==> src/rtl/pm_clk_ctrl.sv <==
module pm_clk_ctrl #(
  parameter int              DIV_W     = 3,
  parameter logic [DIV_W-1:0] RESET_DIV = 3
) (
  input  logic             clk,
  input  logic             rst_n,
  input  logic             mode_load,
  input  logic [2:0]       mode_req,
  input  logic             wake,
  input  logic             lf_direct,
  input  logic             sec_keep,
  input  logic             wdt_en,
  input  logic             prim_ok,
  input  logic             sec_ok,
  input  logic             hf_ok,
  input  logic             lf_ok,
  input  logic [DIV_W-1:0] post_div,
  output logic             core_clk_en,
  output logic             periph_clk_en,
  output logic             prim_osc_en,
  output logic             sec_osc_en,
  output logic             hf_osc_en,
  output logic             lf_osc_en,
  output logic [1:0]       src_sel,
  output logic [2:0]       mode_cur,
  output logic [DIV_W-1:0] hf_div
);

  localparam logic [2:0] M_PRUN = 3'd0, M_PIDL = 3'd1, M_SRUN = 3'd2, M_SIDL = 3'd3;
  localparam logic [2:0] M_IRUN = 3'd4, M_IIDL = 3'd5, M_SLP  = 3'd6, M_NONE = 3'd7;
  localparam logic [1:0] S_PRI = 2'd0, S_SEC = 2'd1, S_HF = 2'd2, S_LF = 2'd3;

  logic [2:0] mode_q, pend_mode;
  logic [1:0] src_q, pend_src;
  logic       pend_vld, boot_q;
  logic [3:0] ok_vec, sync1, sync2;

  assign ok_vec = {lf_ok, hf_ok, sec_ok, prim_ok};

  function automatic logic [1:0] src_for(input logic [2:0] m, input logic lfd, input logic [1:0] cur);
    case (m)
      M_PRUN, M_PIDL: return S_PRI;
      M_SRUN, M_SIDL: return S_SEC;
      M_IRUN, M_IIDL: return lfd ? S_LF : S_HF;
      default:        return cur;
    endcase
  endfunction

  function automatic logic [2:0] run_for(input logic [1:0] s);
    case (s)
      S_PRI:   return M_PRUN;
      S_SEC:   return M_SRUN;
      default: return M_IRUN;
    endcase
  endfunction

  logic req_ok, low_mode, wake_go, ready, sleeping, pend_live;

  assign req_ok    = mode_load && (mode_req != M_NONE);
  assign low_mode  = (mode_q == M_PIDL) || (mode_q == M_SIDL) || (mode_q == M_IIDL) || (mode_q == M_SLP);
  assign wake_go   = wake && !req_ok && low_mode;
  assign ready     = (pend_mode == M_SLP) || sync2[pend_src];
  assign sleeping  = (mode_q == M_SLP);
  assign pend_live = pend_vld && (pend_mode != M_SLP);

  always_ff @(posedge clk or negedge rst_n) begin
    if (!rst_n) begin
      sync1 <= '0;
      sync2 <= '0;
    end else begin
      sync1 <= ok_vec;
      sync2 <= sync1;
    end
  end

  always_ff @(posedge clk or negedge rst_n) begin
    if (!rst_n) begin
      mode_q    <= M_IRUN;
      src_q     <= S_HF;
      pend_vld  <= 1'b0;
      pend_mode <= M_IRUN;
      pend_src  <= S_HF;
      boot_q    <= 1'b1;
    end else if (req_ok) begin
      pend_vld  <= 1'b1;
      pend_mode <= mode_req;
      pend_src  <= src_for(mode_req, lf_direct, src_q);
      boot_q    <= 1'b0;
    end else if (wake_go) begin
      pend_vld  <= 1'b1;
      pend_mode <= run_for(src_q);
      pend_src  <= src_q;
    end else if (pend_vld && ready) begin
      mode_q   <= pend_mode;
      src_q    <= pend_src;
      pend_vld <= 1'b0;
    end
  end

  assign core_clk_en   = (mode_q == M_PRUN) || (mode_q == M_SRUN) || (mode_q == M_IRUN);
  assign periph_clk_en = !sleeping;
  assign prim_osc_en   = (!sleeping && src_q == S_PRI) || (pend_live && pend_src == S_PRI);
  assign sec_osc_en    = (!sleeping && (src_q == S_SEC || sec_keep)) || (pend_live && pend_src == S_SEC);
  assign hf_osc_en     = (!sleeping && src_q == S_HF) || (pend_live && pend_src == S_HF);
  assign lf_osc_en     = wdt_en || (!sleeping && src_q == S_LF) || (pend_live && pend_src == S_LF);
  assign src_sel       = src_q;
  assign mode_cur      = mode_q;
  assign hf_div        = boot_q ? RESET_DIV : post_div;

  AST_PRIM_GATED: assert property (@(posedge clk) disable iff (!rst_n)
    prim_osc_en |-> (mode_q == M_PRUN || mode_q == M_PIDL || pend_vld));

  AST_SLEEP_QUIET: assert property (@(posedge clk) disable iff (!rst_n)
    (sleeping && !pend_vld) |-> (!prim_osc_en && !sec_osc_en && !hf_osc_en && lf_osc_en == wdt_en));

  AST_SRC_HOLD: assert property (@(posedge clk) disable iff (!rst_n)
    !pend_vld |=> $stable(src_q));

  AST_PRIM_SYNCED: assert property (@(posedge clk) disable iff (!rst_n)
    (src_q == S_PRI && $past(src_q) != S_PRI) |-> $past(prim_ok, 3));

  AST_CODE7_IGN: assert property (@(posedge clk) disable iff (!rst_n)
    (mode_load && mode_req == M_NONE && !pend_vld && !wake) |=> !pend_vld);

  AST_WAKE_TAKEN: assert property (@(posedge clk) disable iff (!rst_n)
    (wake && !mode_load && low_mode) |=> (pend_vld && pend_mode == run_for(src_q)));

  AST_PIDLE_GATE: assert property (@(posedge clk) disable iff (!rst_n)
    (mode_q == M_PIDL) |-> (!core_clk_en && periph_clk_en && prim_osc_en));

endmodule

==> config.mk <==
export PLATFORM = sky130hd
export DESIGN_NAME = pm_clk_ctrl
export DESIGN_NICKNAME = d
export VERILOG_FILES = /design/src/rtl/pm_clk_ctrl.sv
export SDC_FILE = /design/constraint.sdc
export NUM_CORES = 1
export LEC_CHECK = 0
export CORE_ASPECT_RATIO = 0.9
export CORE_MARGIN = 5
export CORE_UTILIZATION = 55
export CTS_CLUSTER_SIZE = 20
export DETAILED_ROUTE_END_ITERATION = 12
export DONT_BUFFER_PORTS = 1
export HOLD_SLACK_MARGIN = 0.05
export PLACE_DENSITY_LB_ADDON = 0.08
export SETUP_SLACK_MARGIN = 0.15
export SLEW_MARGIN = 20
export SYNTH_ARGS = -nofsm -noshare
export SYNTH_HDL_FRONTEND = slang
export SYNTH_SLANG_ARGS = --single-unit
==> constraint.sdc <==
create_clock -name clk -period 3.15 [get_ports clk]
set_input_delay 0.1575 -clock clk [delete_from_list [all_inputs] [get_ports clk]]
set_output_delay 0.1575 -clock clk [all_outputs]
set_load 0.02 [all_outputs]
==> results of run 1 <==
-- state kept, by name, indices dropped and copies added (netlist names) --
| name | count |
|---|---|
| sync1 | 4 |
| sync2 | 4 |
| pend_mode | 3 |
| pend_src | 2 |
| boot_q | 1 |
| src_sel | 2 |
| mode_cur | 3 |
| pend_vld | 1 |
-- where the power goes --
part | leakage [nW] | internal [W] | switching [W] | total, W
combinational | 0.187 | 0.000142 | 0.000202 | 0.000344
clock | 0.0279 | 0.000129 | 0.0000768 | 0.000205
sequential | 0.228 | 0.000339 | 0.000133 | 0.000472
total | 0.442 | 0.000610 | 0.000412 | 0.00102
-- through the flow --
stage	utilization (%)	setup WS [ns]	instances	cell area, µm²	total power (W)
floorplan	-	1.47	69	880	0.000733
detailed placement	61.3	1.32	91	907	0.000805
finish	70.9	1.14	104	1050	0.00102
global route	70.9	1.02	104	1050	0.00109
CTS	70.9	1.14	104	1050	0.00103
global placement	61.3	1.38	91	907	0.000793
-- cell families after synthesis --
kind of cell | Yosys count | synth area share (%)
buffers and inverters | 4 | 1.71
multiplexers | 8 | 11.2
AO/OA/AOI/OAI | 21 | 19.2
flip-flops | 20 | 57.6
AND/OR/NAND/NOR | 16 | 10.2
-- area by class of cell --
cell class,count,share of cell area (%)
clock buffer,3,2.15
tap,22,2.62
timing repair buffer,9,8.58
clock inverter,1,2.86
sequential,20,48.3
multi-input combinational,45,34.1
inverter,4,1.43
-- layout by cell type, fill, tap and decap left out, drive strengths merged --
| cell | instances |
|---|---|
| clkbuf | 3 |
| a22oi | 1 |
| mux2i | 2 |
| a21oi | 5 |
| a31oi | 1 |
| a311oi | 1 |
| a211oi | 1 |
| or3 | 1 |
| mux4 | 1 |
| a221oi | 1 |
| dfrtp | 15 |
| nand3 | 1 |
| nor2 | 1 |
| nor2b | 4 |
| dfstp | 5 |
| or2 | 2 |
| nand2 | 4 |
| a21boi | 1 |
| o2111ai | 1 |
| inv | 4 |
| dlygate4sd3 | 9 |
| and2 | 1 |
| o31ai | 2 |
| mux2 | 5 |
| o211ai | 1 |
| bufinv | 1 |
| a31o | 1 |
| nand3b | 1 |
| and3b | 1 |
| o21ai | 5 |
-- worst paths after layout --
path	from	endpoint	slack, ns
worst min-delay path	mode_load	pend_mode[2]	0.08
worst max register to register	mode_cur[0]	pend_mode[0]	1.14
max in group asynchronous	rst_n	sync1[1]	2.22
min in group asynchronous	rst_n	mode_cur[0]	0.41
worst max-delay path	mode_cur[0]	pend_mode[0]	1.14
worst min register to register	sync1[1]	sync2[1]	0.36
-- what timing repair did --
action,in CTS,in global routing
endpoints found under the setup margin,0,0
hold endpoints to repair,27,0
hold buffers,9,0
-- metal layers --
| metal | global-route usage (%) | vias to the layer above | routed length (µm) |
|---|---|---|---|
| met5 | 0 | - | 0 |
| met4 | 9.18 | 0 | 41 |
| met3 | 5.92 | 4 | 189 |
| met2 | 26.8 | 32 | 797 |
| met1 | 23.1 | 290 | 860 |
| li1 | - | 281 | - |
-- worst reg2reg max path, stage by stage (launching register included) --
cell	delay (ns)
dfrtp_1	0.54
and3b_1	0.27
o21ai_4	0.33
a22oi_1	0.11
a21oi_1	0.13
dlygate4sd3_1	0.57
==> results by group, run 1 <==
Status
  • Status: complete, no violations

Placement
  • Port bufs: 0
  • Hpwl dp: 1330 µm
  • GP Congestion: 0.788

STA
  • Setup violators final: 0
  • Relative slew slack: 42.3%
  • Tmin final: 2.01 ns
  • Setup TNS: 0 ns
  • RSZ-0062 raised after global routing: false
  • Fin. Hold Viols: 0
  • Skew final: 0.00265 ns
  • Final period util: 63.7%
  • Worst slew pin tran: 0.863 ns
  • Max Fclk: 498 MHz
  • Min Hold Slack: 0.0769 ns
  • Final Max Slew Viols: 0

Die
  • Chip Height: 47.9 µm
  • Core ar.: 1480 µm²
  • Full die area: 2500 µm²
  • Die width: 52.2 µm
  • FP Rows: 13
  • IO Pins: 31
  • Starting Density: 59.4%

Critical path
  • CP Class: reg2reg
  • Crit path DAT: 2.25 ns
  • CP Max Fanout: 9
  • Worst EP required: 3.39 ns
  • Reg2Reg Depth: 5
  • Kind of end point of the critical path: flip-flop
  • Worst path depth: 5
  • Crit path max-delay family: compound AO/OA/AOI/OAI gates
  • WP buf/inv: 1
  • CP Launch Type: flip-flop
  • Largest stage delay, worst path: 0.57 ns
  • Crit-path cells: and3b_1 -> o21ai_4 -> a22oi_1 -> a21oi_1 -> dlygate4sd3_1
  • CP max stage cell: dlygate4sd3_1

Final layout
  • Syn-to-layout area delta: 19.3%
  • FF/Latch Area: 507 µm²
  • # nets final: 100
  • Fill count: 111
  • Share of layout cells above drive strength 1: 25.6%
  • Area of the multi-input gates: 358 µm²
  • Number of inserted diodes: 0

Clock tree
  • Worst-path clk slew: 0.11 ns
  • # Post-CTS Setup Buffers: 0
  • H-tree depth: 1
  • Worst skew pair latency: 0.30 ns
  • Num CTS Buffers: 3
  • CTS tree: yes
  • CTS Buffer Depth: 2
  • Root Driver: clkbuf_4
  • Clk sinks: 20
  • CTS resizes: 0

Detailed routing
  • Via/cell ratio: 5.84
  • Via count: 607
  • Detailed Route WL: 1890 µm
  • Pre-Repair DR Iteration Count: 4
  • Post-route antenna net violation count: 0
  • Routed length per placed instance: 18.2 µm
  • Residual DRC: 0
  • Initial drt markers: 11

Synthesis
  • Post-Syn Nets: 86
  • Yosys reg bits: 20
  • Top FF cell, synth: dfrtp_1
  • Mapped Area: 880 µm²
  • Synth warn: 0
  • Netlist cell types: 29
  • Post-synth EDFFs: 0
  • Seq/Total Area, Yosys: 57.6%
  • Top post-synthesis cells by area: dfrtp_1 (43%), dfstp_2 (15%), mux2_2 (6.4%)
  • Synth cell count leaders: dfrtp_1 (15), a21oi_1 (5), dfstp_2 (5), mux2_2 (5)
  • Cell taking the most area after synthesis: dfrtp_1
  • Post-synth top area share: 42.7%
  • Post-Synthesis Cells: 69
  • Asr flop ratio synth: 100%
  • Syn avg cell area: 12.7 µm²
  • Count leader, synth: dfrtp_1

Power
  • Cell leakage power: 0.442 nW
  • P per Cell Area: 973 nW/µm²
  • Max IR drop VDD: 0.000640 V

Job
  • Number of max-cap violations: 0

Hold path
  • Hold Path Cell Cnt: 2
  • Worst hold path type: in2reg

Global route
  • Initial antenna violation count: 0
  • Largest net degree at the start of global routing: 21
  • Gr ovfl total: 0
  • Vias in the first global route: 607
  • Gr usage total: 17.7%
  • First-pass GRT wire length: 3000 µm
No activity file was read; power rests on OpenSTA's default activity.
==> inputs of run 2 (changes only) <==
==> constraint.sdc (replaced) <==
create_clock -name clk -period 2 [get_ports clk]
set_input_delay 0.1 -clock clk [delete_from_list [all_inputs] [get_ports clk]]
set_output_delay 0.1 -clock clk [all_outputs]
set_load 0.02 [all_outputs]
==> results by group, run 2 (synthesis results as in run 1) <==
Critical path
  • Reg2Reg Depth: 3
  • Kind of end point of the critical path: flip-flop
  • Crit path DAT: 1.96 ns
  • CP Launch Type: flip-flop
  • Worst EP required: 2.18 ns
  • CP Class: reg2reg
  • Worst reg-to-reg setup slack: 0.21 ns
  • CP Max Fanout: 6

Detailed routing
  • Residual DRC: 0
  • Pre-Repair DR Iteration Count: 4
  • Via/cell ratio: 5.67
  • Post-route antenna net violation count: 0
  • Routed length per placed instance: 16.7 µm
  • Initial drt markers: 10
  • Detailed Route WL: 1810 µm
  • Via count: 612

Final layout
  • # nets final: 104
  • Syn-to-layout area delta: 24.9%
  • Fin util: 74.2%
  • Most common cell after layout, fill and taps aside: dfrtp_1
  • Fin cells: 108
  • Most frequent cells in the layout: dfrtp_1 (14), dlygate4sd3_1 (10), a21oi_1 (5), mux2_2 (5), dfstp_2 (5)
  • Share of layout cells above drive strength 1: 33.7%
  • Biggest regs: sync1: 4 flops, sync2: 4 flops
  • Number of inserted diodes: 0

Die
  • Chip Height: 47.9 µm
  • Full die area: 2500 µm²
  • FP Rows: 13
  • Die width: 52.2 µm
  • Core ar.: 1480 µm²
  • Starting Density: 59.4%
  • IO Pins: 31

STA
  • Tmin final: 1.79 ns
  • Skew final: 0.00724 ns
  • Worst slew pin tran: 0.894 ns
  • Fin. Hold Viols: 0
  • Max Fclk: 560 MHz
  • Min Hold Slack: 0.0700 ns
  • Relative slew slack: 40.2%
  • Setup violators final: 0
  • Final period util: 89.3%
  • RSZ-0062 raised after global routing: true
  • Setup TNS: 0 ns
  • Final Max Slew Viols: 0

Clock tree
  • Num CTS Buffers: 3
  • CTS Buffer Depth: 2
  • Worst-path clk slew: 0.11 ns
  • Clk sinks: 20
  • CTS tree: yes
  • Worst skew pair latency: 0.29 ns
  • Root Driver: clkbuf_4
  • H-tree depth: 1

Placement
  • GP Congestion: 0.791
  • Dpl cells: 92
  • Hpwl dp: 1220 µm
  • Port bufs: 0

Power
  • Sw power: 0.000673 W
  • Clock power share: 18.8%
  • Sw frac: 40.0%
  • Combinational share of power: 36.4%
  • P per Cell Area: 1530 nW/µm²
  • Cell leakage power: 0.461 nW
  • Int Pwr: 0.00101 W
  • Power share of the sequential group: 44.8%
  • Max IR drop VDD: 0.00102 V

Global route
  • Largest net degree at the start of global routing: 21
  • First-pass GRT wire length: 2880 µm
  • Gr ovfl total: 0
  • Vias in the first global route: 622
  • Initial antenna violation count: 0
  • Gr usage total: 16.7%

Status
  • Status: complete, no violations

Job
  • Number of max-cap violations: 0

Hold path
  • Hold Path Cell Cnt: 2
  • Worst hold path type: in2reg
## run 2: through the flow
step | setup WS, ns | area, µm² | power [W]
after CTS | 0.168 | 1070 | 0.00164
after floorplan | 0.321 | 880 | 0.00115
final | 0.214 | 1100 | 0.00168
after global placement | 0.236 | 915 | 0.00127
after detailed placement | 0.198 | 915 | 0.00128
after global routing | 0.126 | 1100 | 0.00178
## run 2: final cells by class
class | count | area [µm²]
Clock buffer | 3 | 22.5
Clock inverter | 1 | 30.0
Inverter | 4 | 15.0
Multi-Input combinational cell | 45 | 373
Fill cell | 111 | 382
Sequential cell | 20 | 508
Timing Repair Buffer | 13 | 123
Tap cell | 22 | 27.5
## run 2: final timing paths
check / from / to
max: pend_src[0] / mode_cur[1]
min: mode_load / pend_vld
max reg2reg: pend_src[0] / mode_cur[1]
min reg2reg: sync1[0] / sync2[0]
max in group asynchronous: rst_n / pend_src[0]
min in group asynchronous: rst_n / pend_vld
## run 2: what timing repair did
action                                  in CTS  in global routing
endpoints found under the setup margin       3                  7
setup buffers                                0                  2
gates resized for setup                      3                  4
endpoints found under the hold margin       29                  0
hold buffers                                10                  0
pin swaps                                    0                  2
## run 2: per-layer routing
| layer | global-route usage (%) | up-vias | share of wire [%] |
|---|---|---|---|
| li1 | - | 287 | - |
| met4 | 7.65 | 0 | 1.1 |
| met5 | 0 | - | 0 |
| met1 | 21.0 | 293 | 44 |
| met3 | 4.36 | 2 | 11 |
| met2 | 27.6 | 30 | 44 |
## run 2: worst max-delay path, cell delays in order, from the launching register on
cell	delay (ns)
dfrtp_2	0.45
mux4_2	0.56
o2111ai_4	0.29
mux2_2	0.38
## run 2: power by group through the flow
stage | clock, W | combinational, W | sequential, W
final | 0.000316 | 0.000611 | 0.000753
after global routing | 0.000343 | 0.000665 | 0.000772
after CTS | 0.000325 | 0.000572 | 0.000747
after detailed placement | 0 | 0.000534 | 0.000747
after global placement | 0 | 0.000527 | 0.000742
after floorplan | 0 | 0.000454 | 0.000700
==> inputs of run 3 (changes only) <==
==> constraint.sdc (replaced) <==
create_clock -name clk -period 1.7 [get_ports clk]
set_input_delay 0.085 -clock clk [delete_from_list [all_inputs] [get_ports clk]]
set_output_delay 0.085 -clock clk [all_outputs]
set_load 0.02 [all_outputs]
==> results by group, run 3 (synthesis results as in run 1) <==
STA
  • Relative slew slack: 41.5%
  • Setup ws final: -0.0307 ns
  • Skew final: 0.00471 ns
  • Worst slew pin tran: 0.875 ns
  • Fin. Hold Viols: 0
  • Max Fclk: 578 MHz
  • Final Max Slew Viols: 0
  • RSZ-0062 raised after global routing: true
  • Tmin final: 1.73 ns
  • Final period util: 102%
  • Setup violators final: 5

Die
  • Die width: 52.2 µm
  • Core ar.: 1480 µm²
  • IO Pins: 31
  • Full die area: 2500 µm²
  • Starting Density: 59.4%
  • Chip Height: 47.9 µm
  • FP Rows: 13

Clock tree
  • Worst-path clk slew: 0.11 ns
  • H-tree depth: 1
  • Root Driver: clkbuf_4
  • Num CTS Buffers: 3
  • CTS Buffer Depth: 2
  • Worst skew pair latency: 0.30 ns
  • CTS tree: yes
  • Clk sinks: 20

Placement
  • Port bufs: 0
  • GP Congestion: 0.822
  • Hpwl dp: 1330 µm
  • Placed inst area: 975 µm²

Detailed routing
  • Residual DRC: 0
  • Via count: 665
  • Initial drt markers: 31
  • Via/cell ratio: 5.64
  • Pre-Repair DR Iteration Count: 4
  • Detailed Route WL: 2070 µm
  • Routed length per placed instance: 17.6 µm
  • Post-route antenna net violation count: 0

Final layout
  • Design Area, Final: 1200 µm²
  • Most frequent cells in the layout: dfrtp_1 (15), buf_4 (13), dlygate4sd3_1 (10)
  • Number of inserted diodes: 0
  • Fill count: 78
  • Area of the multi-input gates: 404 µm²
  • Syn-to-layout area delta: 36.8%
  • Biggest regs: sync1: 4 flops, sync2: 4 flops
  • Most common cell after layout, fill and taps aside: dfrtp_1
  • # nets final: 114
  • Share of layout cells above drive strength 1: 41.7%
  • FF/Latch Area: 507 µm²

Critical path
  • Kind of end point of the critical path: flip-flop
  • CP Max Fanout: 5
  • Crit path DAT: 1.96 ns
  • Worst EP required: 1.93 ns
  • CP Class: reg2reg
  • CP Launch Type: flip-flop

Global route
  • Gr usage total: 18.4%
  • Gr ovfl total: 0
  • First-pass GRT wire length: 3210 µm
  • Vias in the first global route: 669
  • Largest net degree at the start of global routing: 21
  • Initial antenna violation count: 0

Power
  • P per Cell Area: 1870 nW/µm²
  • Max IR drop VDD: 0.00142 V
  • Cell leakage power: 0.528 nW
  • Total power: 0.00225 W

Status
  • Status: finished, violations left
  • Failing checks: negative setup slack

Job
  • Number of max-cap violations: 0

Hold path
  • Worst hold path type: in2reg
-- run 3: final timing paths --
path                                   from            to  slack [ns]  cells after the start
worst min register to register     sync1[0]      sync2[0]        0.37                      0
worst max-delay path            pend_src[1]    src_sel[1]       -0.03                      3
min in group asynchronous             rst_n      pend_vld        0.34                      1
worst min-delay path              mode_load  pend_mode[1]        0.09                      2
max in group asynchronous             rst_n    src_sel[0]        0.83                      1
worst max register to register  pend_src[1]    src_sel[1]       -0.03                      3
-- run 3: per-stage QoR --
step | setup TNS (ns) | cells | hold slack, ns | util (%) | setup slack [ns]
final | -0.121 | 118 | 0.0855 | 81.3 | -0.0307
after global routing | -0.401 | 118 | 0.103 | 81.3 | -0.0704
after CTS | -0.0195 | 114 | 0.0796 | 76.8 | -0.0107
after detailed placement | 0 | 100 | -0.210 | 65.8 | 0.0192
after global placement | 0 | 100 | -0.210 | 65.8 | 0.0740
after floorplan | 0 | 69 | -0.211 | - | 0.0206
-- run 3: final cells by class --
class | count | share of cell area, %
Timing Repair Buffer | 23 | 16.4
Sequential cell | 20 | 42.1
Multi-Input combinational cell | 45 | 33.6
Tap cell | 22 | 2.29
Clock buffer | 3 | 1.87
Inverter | 4 | 1.25
Clock inverter | 1 | 2.49
-- run 3: power breakdown --
part	switching [W]	internal, W	total, W
Combinational	0.000553	0.000498	0.00105
Clock	0.000144	0.000238	0.000382
Sequential	0.000186	0.000628	0.000813
Total	0.000883	0.00136	0.00225
-- run 3: repair_timing --
| action | 4_1_cts | 5_1_grt |
|---|---|---|
| hold buffers | 10 | 0 |
| setup buffers | 0 | 4 |
| gates cloned | 0 | 0 |
| endpoints found under the setup margin | 9 | 11 |
| pin swaps | 1 | 2 |
| endpoints found under the hold margin | 29 | 0 |
| resized for setup | 6 | 8 |
-- run 3: layer usage --
metal | vias up | GRT usage (%) | wire length [µm]
li1 | 311 | - | -
met1 | 316 | 24.5 | 921
met2 | 36 | 30.3 | 975
met3 | 2 | 3.43 | 164
met4 | 0 | 7.65 | 12
met5 | - | 0 | 0
-- run 3: worst max-delay path, stage by stage (launching register included) --
cell	delay [ns]
dfstp_2	0.60
mux4_2	0.36
o2111ai_4	0.33
mux2_2	0.38
